### src/rtl/dt_pkg.sv
package dt_pkg;

    localparam int FIELD_W = 4;
    localparam int PRESC_W = 2;
    localparam int MAX_SHIFT = (1 << PRESC_W) - 1;
    localparam int PCNT_W = (MAX_SHIFT > 0) ? MAX_SHIFT : 1;

    typedef struct packed {
        logic hi;
        logic lo;
    } drive_t;

    // all-ones mask of width 'code': terminal value of the prescaler count
    function automatic logic [PCNT_W-1:0] presc_mask(input logic [PRESC_W-1:0] code);
        logic [PCNT_W:0] one_hot;
        one_hot = '0;
        one_hot[code] = 1'b1;
        return PCNT_W'(one_hot - 1'b1);
    endfunction

endpackage

### src/rtl/dt_edge_track.sv
module dt_edge_track (
    input  logic clk,
    input  logic rst,
    input  logic pwm_in,
    output logic level,
    output logic edge_seen
);
    always_ff @(posedge clk) begin
        if (rst) level <= 1'b0;
        else     level <= pwm_in;
    end

    assign edge_seen = (pwm_in != level);
endmodule

### src/rtl/dt_prescaler.sv
module dt_prescaler
    import dt_pkg::*;
#(
    parameter int CODE_W = PRESC_W,
    localparam int CNT_W = PCNT_W
) (
    input  logic              clk,
    input  logic              rst,
    input  logic              clr,
    input  logic [CODE_W-1:0] code,
    output logic              tick
);
    logic [CNT_W-1:0] pcnt;
    logic [CNT_W-1:0] term;

    assign term = presc_mask(code);
    assign tick = (pcnt == term);

    always_ff @(posedge clk) begin
        if (rst || clr)  pcnt <= '0;
        else if (tick)   pcnt <= '0;
        else             pcnt <= pcnt + 1'b1;
    end

    AST_TICK_SPACING: assert property (@(posedge clk) disable iff (rst)
        (tick && !clr && term != '0) |=> (!tick || !$stable(code)));
endmodule

### src/rtl/dt_delay_counter.sv
module dt_delay_counter #(
    parameter int CNT_W = dt_pkg::FIELD_W
) (
    input  logic             clk,
    input  logic             rst,
    input  logic             load,
    input  logic [CNT_W-1:0] load_val,
    input  logic             tick,
    output logic             busy
);
    logic [CNT_W-1:0] cnt;

    always_ff @(posedge clk) begin
        if (rst)                     cnt <= '0;
        else if (load)               cnt <= load_val;
        else if (tick && cnt != '0)  cnt <= cnt - 1'b1;
    end

    assign busy = (cnt != '0);

    AST_CNT_STEP: assert property (@(posedge clk) disable iff (rst)
        (!load && tick && cnt != '0) |=> (cnt == $past(cnt) - 1'b1));
endmodule

### src/rtl/dt_inserter.sv
module dt_inserter
    import dt_pkg::*;
#(
    parameter int FIELD_W_P = FIELD_W,
    parameter int PRESC_W_P = PRESC_W,
    localparam int VALUE_W = 2 * FIELD_W_P
) (
    input  logic                 clk,
    input  logic                 rst,
    input  logic                 pwm_in,
    input  logic [PRESC_W_P-1:0] dt_presc,
    input  logic [VALUE_W-1:0]   dt_value,
    output logic                 drv_hi,
    output logic                 drv_lo
);
    logic                 level;
    logic                 edge_seen;
    logic                 tick;
    logic                 busy;
    logic [FIELD_W_P-1:0] delay_sel;
    drive_t               drv;

    // the nibble for the level being entered
    assign delay_sel = pwm_in ? dt_value[VALUE_W-1:FIELD_W_P] : dt_value[FIELD_W_P-1:0];

    dt_edge_track u_edge (
        .clk       (clk),
        .rst       (rst),
        .pwm_in    (pwm_in),
        .level     (level),
        .edge_seen (edge_seen)
    );

    dt_prescaler #(.CODE_W(PRESC_W_P)) u_presc (
        .clk  (clk),
        .rst  (rst),
        .clr  (edge_seen),
        .code (dt_presc),
        .tick (tick)
    );

    dt_delay_counter #(.CNT_W(FIELD_W_P)) u_cnt (
        .clk      (clk),
        .rst      (rst),
        .load     (edge_seen),
        .load_val (delay_sel),
        .tick     (tick),
        .busy     (busy)
    );

    always_comb begin
        drv.hi = level && !busy;
        drv.lo = !level && !busy;
    end

    assign drv_hi = drv.hi;
    assign drv_lo = drv.lo;

    AST_FALL_HI: assert property (@(posedge clk) disable iff (rst)
        (edge_seen && !pwm_in) |=> !drv_hi);
    AST_FALL_LO: assert property (@(posedge clk) disable iff (rst)
        (edge_seen && pwm_in) |=> !drv_lo);
    AST_DEAD_LOW: assert property (@(posedge clk) disable iff (rst)
        (edge_seen && delay_sel != '0) |=> (!drv_hi && !drv_lo));
    AST_ZERO_DELAY: assert property (@(posedge clk) disable iff (rst)
        (edge_seen && delay_sel == '0) |=> (drv_hi == $past(pwm_in) && drv_lo == !$past(pwm_in)));
endmodule

### config.mk
export PLATFORM = sky130hd
export DESIGN_NAME = dt_inserter
export DESIGN_NICKNAME = d
export VERILOG_FILES = /design/src/rtl/dt_pkg.sv /design/src/rtl/dt_edge_track.sv /design/src/rtl/dt_prescaler.sv /design/src/rtl/dt_delay_counter.sv /design/src/rtl/dt_inserter.sv
export SDC_FILE = /design/constraint.sdc
export NUM_CORES = 1
export LEC_CHECK = 0
export BUFFER_PORTS_ARGS = -buffer_cell sky130_fd_sc_hd__buf_2
export CAP_MARGIN = 20
export CORE_ASPECT_RATIO = 1.1
export CORE_UTILIZATION = 30
export CTS_BUF_LIST = sky130_fd_sc_hd__clkbuf_16
export DETAILED_ROUTE_END_ITERATION = 8
export GPL_TIMING_DRIVEN = 0
export HOLD_SLACK_MARGIN = 0.05
export SLEW_MARGIN = 10
export SYNTH_ARGS = -nofsm -noshare
export SYNTH_HDL_FRONTEND = slang
export SYNTH_HIERARCHICAL = 1
export SYNTH_SLANG_ARGS = --single-unit
### constraint.sdc
create_clock -name clk -period 2.49 [get_ports clk]
set_clock_uncertainty 0.05 [all_clocks]
set_input_delay 0.498 -clock clk [delete_from_list [all_inputs] [get_ports clk]]
set_output_delay 0.498 -clock clk [all_outputs]
set_load 0.01 [all_outputs]
==> results of run 1 <==
## where the power goes
group          internal [W]  total [W]  switching [W]
registers          0.000140   0.000149     0.00000919
logic             0.0000438  0.0000930      0.0000493
clock network      0.000207   0.000269      0.0000621
## routing by layer
metal / GRT usage / share of wire / routed length [um]
met3: 0.0739 / 0.070 / 71
met1: 0.143 / 0.46 / 469
met5: 0 / 0 / 0
met2: 0.191 / 0.44 / 442
met4: 0.116 / 0.030 / 30
## worst register-to-register path, stage by stage (launching register included)
cell and delay (ns):
dfxtp_1 0.33, or4_4 0.50, o21bai_2 0.32, nor4b_1 0.41, mux2i_1 0.13, a211oi_1 0.27
## through the flow
step / area, um2 / power, W / hold WS, ns / setup TNS [ns] / worst slack (ns)
CTS: 678 / 0.000517 / 0.443 / 0 / 0.0920
global route: 682 / 0.000539 / 0.466 / 0 / 0.165
finish: 682 / 0.000511 / 0.452 / 0 / 0.283
global placement: 603 / 0.000240 / 0.429 / -0.103 / -0.103
detailed placement: 603 / 0.000242 / 0.435 / -0.125 / -0.125
floorplan: 512 / 0.000214 / 0.403 / 0 / 0.269
## cell usage after synthesis
| cell type | count | share of area |
|---|---|---|
| dfxtp_1 | 8 | 0.31 |
| nor2_1 | 8 | 0.059 |
| mux2_2 | 4 | 0.088 |
| inv_1 | 3 | 0.022 |
| nand2_1 | 3 | 0.022 |
| a311oi_1 | 2 | 0.034 |
| ha_1 | 2 | 0.049 |
| nor2b_1 | 2 | 0.024 |
| nor3_1 | 2 | 0.020 |
| nor4b_1 | 2 | 0.034 |
| a2111oi_4 | 1 | 0.054 |
| a211oi_1 | 1 | 0.015 |
| a21o_1 | 1 | 0.015 |
| a311o_2 | 1 | 0.022 |
| and4_1 | 1 | 0.017 |
| buf_2 | 1 | 0.0098 |
| mux2i_1 | 1 | 0.020 |
| nand3_1 | 1 | 0.0098 |
| nand4b_1 | 1 | 0.017 |
| nor3b_1 | 1 | 0.015 |
| nor4bb_1 | 1 | 0.020 |
| o21ai_2 | 1 | 0.017 |
| o21bai_1 | 1 | 0.015 |
| o31a_1 | 1 | 0.017 |
| or3b_1 | 1 | 0.017 |
| or4_4 | 1 | 0.022 |
| xnor2_1 | 1 | 0.017 |
| xor2_1 | 1 | 0.017 |
## flip-flops by register name, indices dropped and copies added (netlist names)
name	count
u_cnt/cnt	4
u_edge/level	1
u_presc/pcnt	3
## final timing paths
kind	startpoint	endpoint	slack, ns
worst min register to register	u_presc/pcnt[0]	u_presc/pcnt[0]	0.45
worst min-delay path	u_presc/pcnt[0]	u_presc/pcnt[0]	0.45
worst max-delay path	dt_presc[1]	u_cnt/cnt[3]	0.28
worst max register to register	u_presc/pcnt[1]	u_cnt/cnt[3]	0.37
## cell usage in the layout (no fill, tap or decap), drive strengths merged, types with 2 or more instances in the layout
| cell | netlist | layout |
|---|---|---|
| a311oi | 2 | 2 |
| buf | 1 | 15 |
| clkbuf | 0 | 3 |
| dfxtp | 8 | 8 |
| ha | 2 | 2 |
| inv | 3 | 3 |
| mux2 | 4 | 4 |
| nand2 | 3 | 3 |
| nor2 | 8 | 8 |
| nor2b | 2 | 2 |
| nor3 | 2 | 2 |
| nor4b | 2 | 2 |
## final cells by class
| cell class | instances | share of cell area |
|---|---|---|
| clock buffers | 3 | 0.110 |
| flip-flops and latches | 8 | 0.235 |
| multi-input cells | 42 | 0.497 |
| inverters | 3 | 0.0165 |
| plain buffers | 1 | 0.00734 |
| repair buffers | 14 | 0.103 |
| well taps | 17 | 0.0312 |
## cells by family after synthesis
family / Yosys count / share of synthesized area
and+or+nand+nor: 24 / 0.276
AOI/OAI and AO/OA: 9 / 0.188
DFF: 8 / 0.313
muxes: 5 / 0.108
buffers and inverters: 4 / 0.0318
xor gates and xnor gates: 2 / 0.0342
adders and majority gates: 2 / 0.0489
==> results.cfg, run 1 <==
[status]
status = finished, final reports clean

[drt]
viasPerCell = 4.99
vias = 439
avgRoutedWirePerCell_um = 11.5
antenna_left = 0
wl_um = 1010
drt_iter0_markers = 2
dr.pass1.iters = 2
drc = 0

[finish]
fillers = 156
syn_to_final_growth_pct = 33.3
final_core_util = 0.433
ff_latch_area_um2 = 160
drive_gt1_frac = 0.380
nets = 88
multi_input_area_um2 = 339
antennaDiodeCount = 0
final_cells = 88

[synth]
ys_ff_latch = 8
syn_inst = 54
yosysUniqueCellTypes = 28
synth_nets = 69
ys.warnings.count = 6
ys_seq_area_frac = 0.313
syn-cell-area_um2 = 512
avgSynthCellArea_um2 = 9.48

[global_routing]
grt_max_degree = 9
grt_pass1_vias = 363
grtUsageTotal = 0.136
grt_pass1_wl_um = 1550
antenna_found_initial = 0
grt_overflow = 0

[clock_tree]
clockBufferDepth = 2
cts_hold_buffers = 0
numClockSinks = 8
post-cts-setup-buffers = 0
clk_latency_ns = 0.24
cts.root.buffer_cell = clkbuf_16
cts_tree = done
cts.repair.resized = 0
clk_pin_slew_ns = 0.04
cts_buffers = 3
cts.htree.levels = 1

[placement]
io_buffers = 14
hpwl_um = 744
gp_congestion = 0.695
dp.cells = 85

[floorplanning]
ios = 15
die_area_um2 = 1880
die_w_um = 41.4
dieHeight_um = 45.3
start_util = 0.325
row_count = 15
core_area_um2 = 1580

[pwr]
p_leak_nw = 0.286
powerDensity_nw_per_um2 = 749
ir_worst_vdd_v = 0.000389

[setup_path]
critical_path_class = in -> reg
critPathMaxFanout = 7
cp_data_arrival_time_ns = 2.29
crit_required_ns = 2.57
worstPathCellList = buf_2 -> or4_4 -> o21bai_2 -> nor4b_1 -> mux2i_1 -> a211oi_1
crit_path_end_kind = flip-flop
cpLargestDelayFamily = simple AND/OR/NAND/NOR gates
r2r_cells = 5
slowest_delay_ns = 0.54
cp.buffers_inverters = 1
crit_slowest_cell = or4_4
crit_path_start_kind = input port
worstSetupPathDepth = 6

[sta]
hold_viol_final = 0
worstMarginPinSlew_ns = 0.475
fin_crit_ns = 2.21
max_freq_mhz = 453
slew_viol_final = 0
rsz0062_at_grt = false
slew_headroom = 0.682
period_share = 0.886
setup_viol = 0

[hold_path]
min_path_cells = 1
hp-class = reg -> reg

[job]
maxCapViolCount = 0
Power figures use the tool's default switching activity.
==> run 2, diff against run 1 <==
--- a/config.mk
+++ b/config.mk
@@ -13,6 +13,7 @@
 export DETAILED_ROUTE_END_ITERATION = 8
 export GPL_TIMING_DRIVEN = 0
 export HOLD_SLACK_MARGIN = 0.05
+export PLACE_DENSITY = 0.52
 export SLEW_MARGIN = 10
 export SYNTH_ARGS = -nofsm -noshare
 export SYNTH_HDL_FRONTEND = slang
==> run 2 against run 1 <==
  * Die area unchanged
  * Sequential power about the same
  * Routed wire length up 0.99%
  * Maximum frequency up 0.25%
  * First-iteration DRC count up 100%
  * Register-to-register slack better by 0.09 ns
  * Worst setup slack better by 0.0055 ns
  * Final area unchanged
==> results.cfg, run 2 (synthesis results as in run 1) <==
[status]
status = finished, final reports clean

[drt]
vias = 459
viasPerCell = 5.22
drc = 0
drt_iter0_markers = 4
wl_met3_um = 53
dr.pass1.iters = 2
highest_layer = met4
antenna_left = 0
avgRoutedWirePerCell_um = 11.6
wl_um = 1020
met1_length_um = 472
wl_met2_um = 481

[finish]
layout_commonest_cell = buf_2
top_register = u_cnt/cnt
final_cells = 88
multi_input_area_um2 = 339
drive_gt1_frac = 0.380
syn_to_final_growth_pct = 33.3
antennaDiodeCount = 0
fillers = 164
final_core_util = 0.433
ff_latch_area_um2 = 160
mostFrequentLayoutCells = 15 x buf_2, 8 x nor2_1, 8 x dfxtp_1
largest_register_ffs = 4
top_regs = u_cnt/cnt: 4 flops, u_presc/pcnt: 3 flops, u_edge/level: 1 flops
nets = 88

[clock_tree]
cts_hold_buffers = 0
post-cts-setup-buffers = 0
clockBufferDepth = 2
numClockSinks = 8
clk_latency_ns = 0.23
clk_pin_slew_ns = 0.04
cts.htree.levels = 1
cts_tree = done
cts.root.buffer_cell = clkbuf_16
cts_buffers = 3

[sta]
slew_viol_final = 0
setup_viol = 0
worstMarginPinSlew_ns = 0.499
slew_headroom = 0.666
fin_setup_tns_ns = 0
whs_ns = 0.455
rsz0062_at_grt = false
fin_crit_ns = 2.20
period_share = 0.884
max_freq_mhz = 454
hold_viol_final = 0

[floorplanning]
dieHeight_um = 45.3
die_w_um = 41.4
row_count = 15
start_util = 0.325
ios = 15
die_area_um2 = 1880
core_area_um2 = 1580

[placement]
io_buffers = 14
hpwl_um = 805
gp_congestion = 0.682
dp.cells = 85

[setup_path]
crit_path_start_kind = flip-flop
crit_required_ns = 1.94
critical_path_class = reg -> out
cp_data_arrival_time_ns = 1.65
critPathMaxFanout = 6
crit_path_end_kind = output pin

[pwr]
clock_power_share = 0.531
pwr-share-comb = 0.180
powerDensity_nw_per_um2 = 754
power_w = 0.000514
seq_power_share = 0.290
p_sw_frac = 0.240
switchingPower_w = 0.000124
p_leak_nw = 0.286
internal-power_w = 0.000391
ir_worst_vdd_v = 0.000609

[global_routing]
grt_overflow = 0
grt_pass1_vias = 394
grt_pass1_wl_um = 1660
grtUsageTotal = 0.142
antenna_found_initial = 0
grt_max_degree = 9

[hold_path]
hp-class = reg -> reg

[job]
maxCapViolCount = 0
run 2: cell counts in the layout (fill, tap and decap cells not counted):
Identical to the previous run, type by type.
run 2: routing by layer:
| metal | vias up | GRT usage |
|---|---|---|
| met5 | - | 0 |
| met4 | 0 | 0.0774 |
| met3 | 2 | 0.0739 |
| met2 | 8 | 0.213 |
| met1 | 210 | 0.159 |
| li1 | 239 | - |
run 2: worst paths after layout:
path                         from               to  slack [ns]  cells after the start
setup reg to reg  u_presc/pcnt[1]     u_cnt/cnt[3]        0.46                      5
setup / recovery     u_cnt/cnt[1]           drv_hi        0.29                      6
hold / removal    u_presc/pcnt[0]  u_presc/pcnt[0]        0.46                      1
hold reg to reg   u_presc/pcnt[0]  u_presc/pcnt[0]        0.46                      1
run 2: power groups by stage:
stage / sequential (W) / combinational [W] / clock, W
6_report: 0.000149 / 0.0000925 / 0.000273
5_1_grt: 0.000150 / 0.000106 / 0.000285
4_1_cts: 0.000148 / 0.0000934 / 0.000277
3_5_place_dp: 0.000151 / 0.0000929 / 0
3_3_place_gp: 0.000151 / 0.0000910 / 0
2_1_floorplan: 0.000148 / 0.0000655 / 0
run 2: repair_timing:
item,CTS,global route
endpoints found under the hold margin,0,0
setup endpoints to repair,0,1
resized for setup,0,1
run 2: layout make-up:
type | instances | share of cell area
clock buffers | 3 | 0.110
multi-input cells | 42 | 0.497
inverters | 3 | 0.0165
well taps | 17 | 0.0312
repair buffers | 14 | 0.103
plain buffers | 1 | 0.00734
flip-flops and latches | 8 | 0.235
run 2: through the flow:
| step | setup WS [ns] | instance area (um2) |
|---|---|---|
| after floorplan | 0.269 | 512 |
| after global placement | -0.0578 | 603 |
| after detailed placement | -0.102 | 603 |
| after CTS | 0.126 | 678 |
| after global routing | 0.125 | 682 |
| final | 0.289 | 682 |
run 2: worst max-delay path: stages (launching register included):
cell	delay [ns]
dfxtp_1	0.31
inv_1	0.11
ha_1	0.23
or3b_1	0.35
buf_2	0.17
nor2b_1	0.11
buf_2	0.13
==> run 3, diff against run 2 <==
--- a/config.mk
+++ b/config.mk
@@ -8,6 +8,7 @@
 export BUFFER_PORTS_ARGS = -buffer_cell sky130_fd_sc_hd__buf_2
 export CAP_MARGIN = 20
 export CORE_ASPECT_RATIO = 1.1
+export CORE_MARGIN = 2
 export CORE_UTILIZATION = 30
 export CTS_BUF_LIST = sky130_fd_sc_hd__clkbuf_16
 export DETAILED_ROUTE_END_ITERATION = 8
==> run 3 against run 2 <==
  * Routed wire length rose by 8.9%
  * Sequential cell count stayed put
  * Worst setup slack worse by 0.13 ns
  * Largest power group unchanged
  * First-iteration DRC count up 100%
  * Largest cell class unchanged
  * Critical path depth did not move
  * Register-to-register slack got worse by 0.21 ns
  * Non-clock buffer count is the same
  * Critical endpoint is now u_cnt/cnt[3]
  * Clock power decreased by 2%
  * Final area shrank 0.55%
  * Worst hold slack got worse by 0.012 ns
  * Count of clock-buffer cells in the layout stayed put
  * Final cell count unchanged
==> results.cfg, run 3 (synthesis results as in run 1) <==
[finish]
nets = 88
ff_latch_area_um2 = 160
multi_input_area_um2 = 335
drive_gt1_frac = 0.366
mostFrequentLayoutCells = 15 x buf_2, 8 x nor2_1, 8 x dfxtp_1
top_regs = u_cnt/cnt: 4 flops, u_presc/pcnt: 3 flops, u_edge/level: 1 flops
fillers = 172
final_cells = 88
layout_commonest_cell = buf_2
finalInstanceArea_um2 = 678
largest_register_ffs = 4
antennaDiodeCount = 0
top_register = u_cnt/cnt
final_core_util = 0.430
syn_to_final_growth_pct = 32.5

[sta]
rsz0062_at_grt = false
period_share = 0.936
hold_viol_final = 0
slew_viol_final = 0
whs_ns = 0.444
slew_headroom = 0.579
fin_crit_ns = 2.33
worstMarginPinSlew_ns = 0.630
setup_viol = 0
max_freq_mhz = 429

[hold_path]
hp-class = reg -> reg
min_path_cells = 1
holdCritStartpoint = u_presc/pcnt[0]

[placement]
dp.cells = 85
hpwl_um = 851
gp_congestion = 0.656
placed_area_um2 = 603
io_buffers = 14

[setup_path]
crit_path_end_kind = flip-flop
crit_path_start_kind = input port
cp_data_arrival_time_ns = 2.42
r2r-start = u_presc/pcnt[1]
critical_path_class = in -> reg
r2r_cells = 5
crit_required_ns = 2.58
critPathMaxFanout = 7
worstSetupStartpoint = dt_presc[1]

[drt]
viasPerCell = 5.13
antenna_left = 0
wl_um = 1110
highest_layer = met4
drc = 0
drt_iter0_markers = 8
wl_met2_um = 535
met1_length_um = 505
wl_met3_um = 62
vias = 451
dr.pass1.iters = 2
avgRoutedWirePerCell_um = 12.7

[pwr]
ir_worst_vdd_v = 0.000726
clock_power_share = 0.526
switchingPower_w = 0.000120
seq_power_share = 0.293
power_w = 0.000510
internal-power_w = 0.000390
p_sw_frac = 0.236
powerDensity_nw_per_um2 = 752
pwr-share-comb = 0.182
p_leak_nw = 0.281

[floorplanning]
die_area_um2 = 2050
start_util = 0.325
dieHeight_um = 47.3
ios = 15
core_area_um2 = 1580
row_count = 15
die_w_um = 43.4

[clock_tree]
cts.root.buffer_cell = clkbuf_16
post-cts-setup-buffers = 0
clk_pin_slew_ns = 0.04
cts_tree = done
cts_hold_buffers = 0
cts.htree.levels = 1
clockBufferDepth = 2
cts.repair.resized = 0
cts_buffers = 3
clk_latency_ns = 0.23
numClockSinks = 8

[status]
status = finished, final reports clean

[job]
maxCapViolCount = 0

[global_routing]
grt_overflow = 0
grt_max_degree = 9
antenna_found_initial = 0
grt_pass1_vias = 408
grt_pass1_wl_um = 1770
grtUsageTotal = 0.122
==> run 3: cell count changes in the layout (fill, tap and decap cells not counted) <==
cell and delta:
o21bai_1 +1, o21bai_2 -1
==> run 3: layer usage <==
metal	vias to the layer above	track usage
met5	-	0
met4	0	0.0364
met3	2	0.0692
met2	8	0.194
met1	203	0.141
li1	238	-
==> run 3: power groups by stage <==
stage                     clock [W]  combinational (W)  sequential [W]
after detailed placement          0          0.0000936        0.000151
after floorplan                   0          0.0000655        0.000148
after global routing       0.000282           0.000104        0.000150
final                      0.000268          0.0000926        0.000149
after global placement            0          0.0000911        0.000151
after CTS                  0.000275          0.0000938        0.000149
==> run 3: critical path: stages <==
cell and delay, ns:
buf_2 0.11, or4_4 0.54, o21bai_1 0.53, nor4b_1 0.37, mux2i_1 0.13, a211oi_1 0.24
==> run 3: worst paths after layout <==
check               endpoint  slack (ns)
max reg2reg     u_cnt/cnt[3]        0.25
min reg2reg  u_presc/pcnt[0]        0.44
max             u_cnt/cnt[3]        0.16
min          u_presc/pcnt[0]        0.44
==> run 3: area by class of cell <==
| cell class | count | area share |
|---|---|---|
| Multi-Input combinational cell | 42 | 0.494 |
| Sequential cell | 8 | 0.236 |
| Clock buffer | 3 | 0.111 |
| Timing Repair Buffer | 14 | 0.103 |
| Tap cell | 17 | 0.0314 |
| Inverter | 3 | 0.0166 |
| Buffer | 1 | 0.00738 |
==> run 3: per-stage QoR <==
stage | TNS (ns) | setup WS (ns)
global route | 0 | 0.0193
detailed placement | -0.102 | -0.102
global placement | -0.0600 | -0.0600
CTS | 0 | 0.130
floorplan | 0 | 0.269
finish | 0 | 0.159
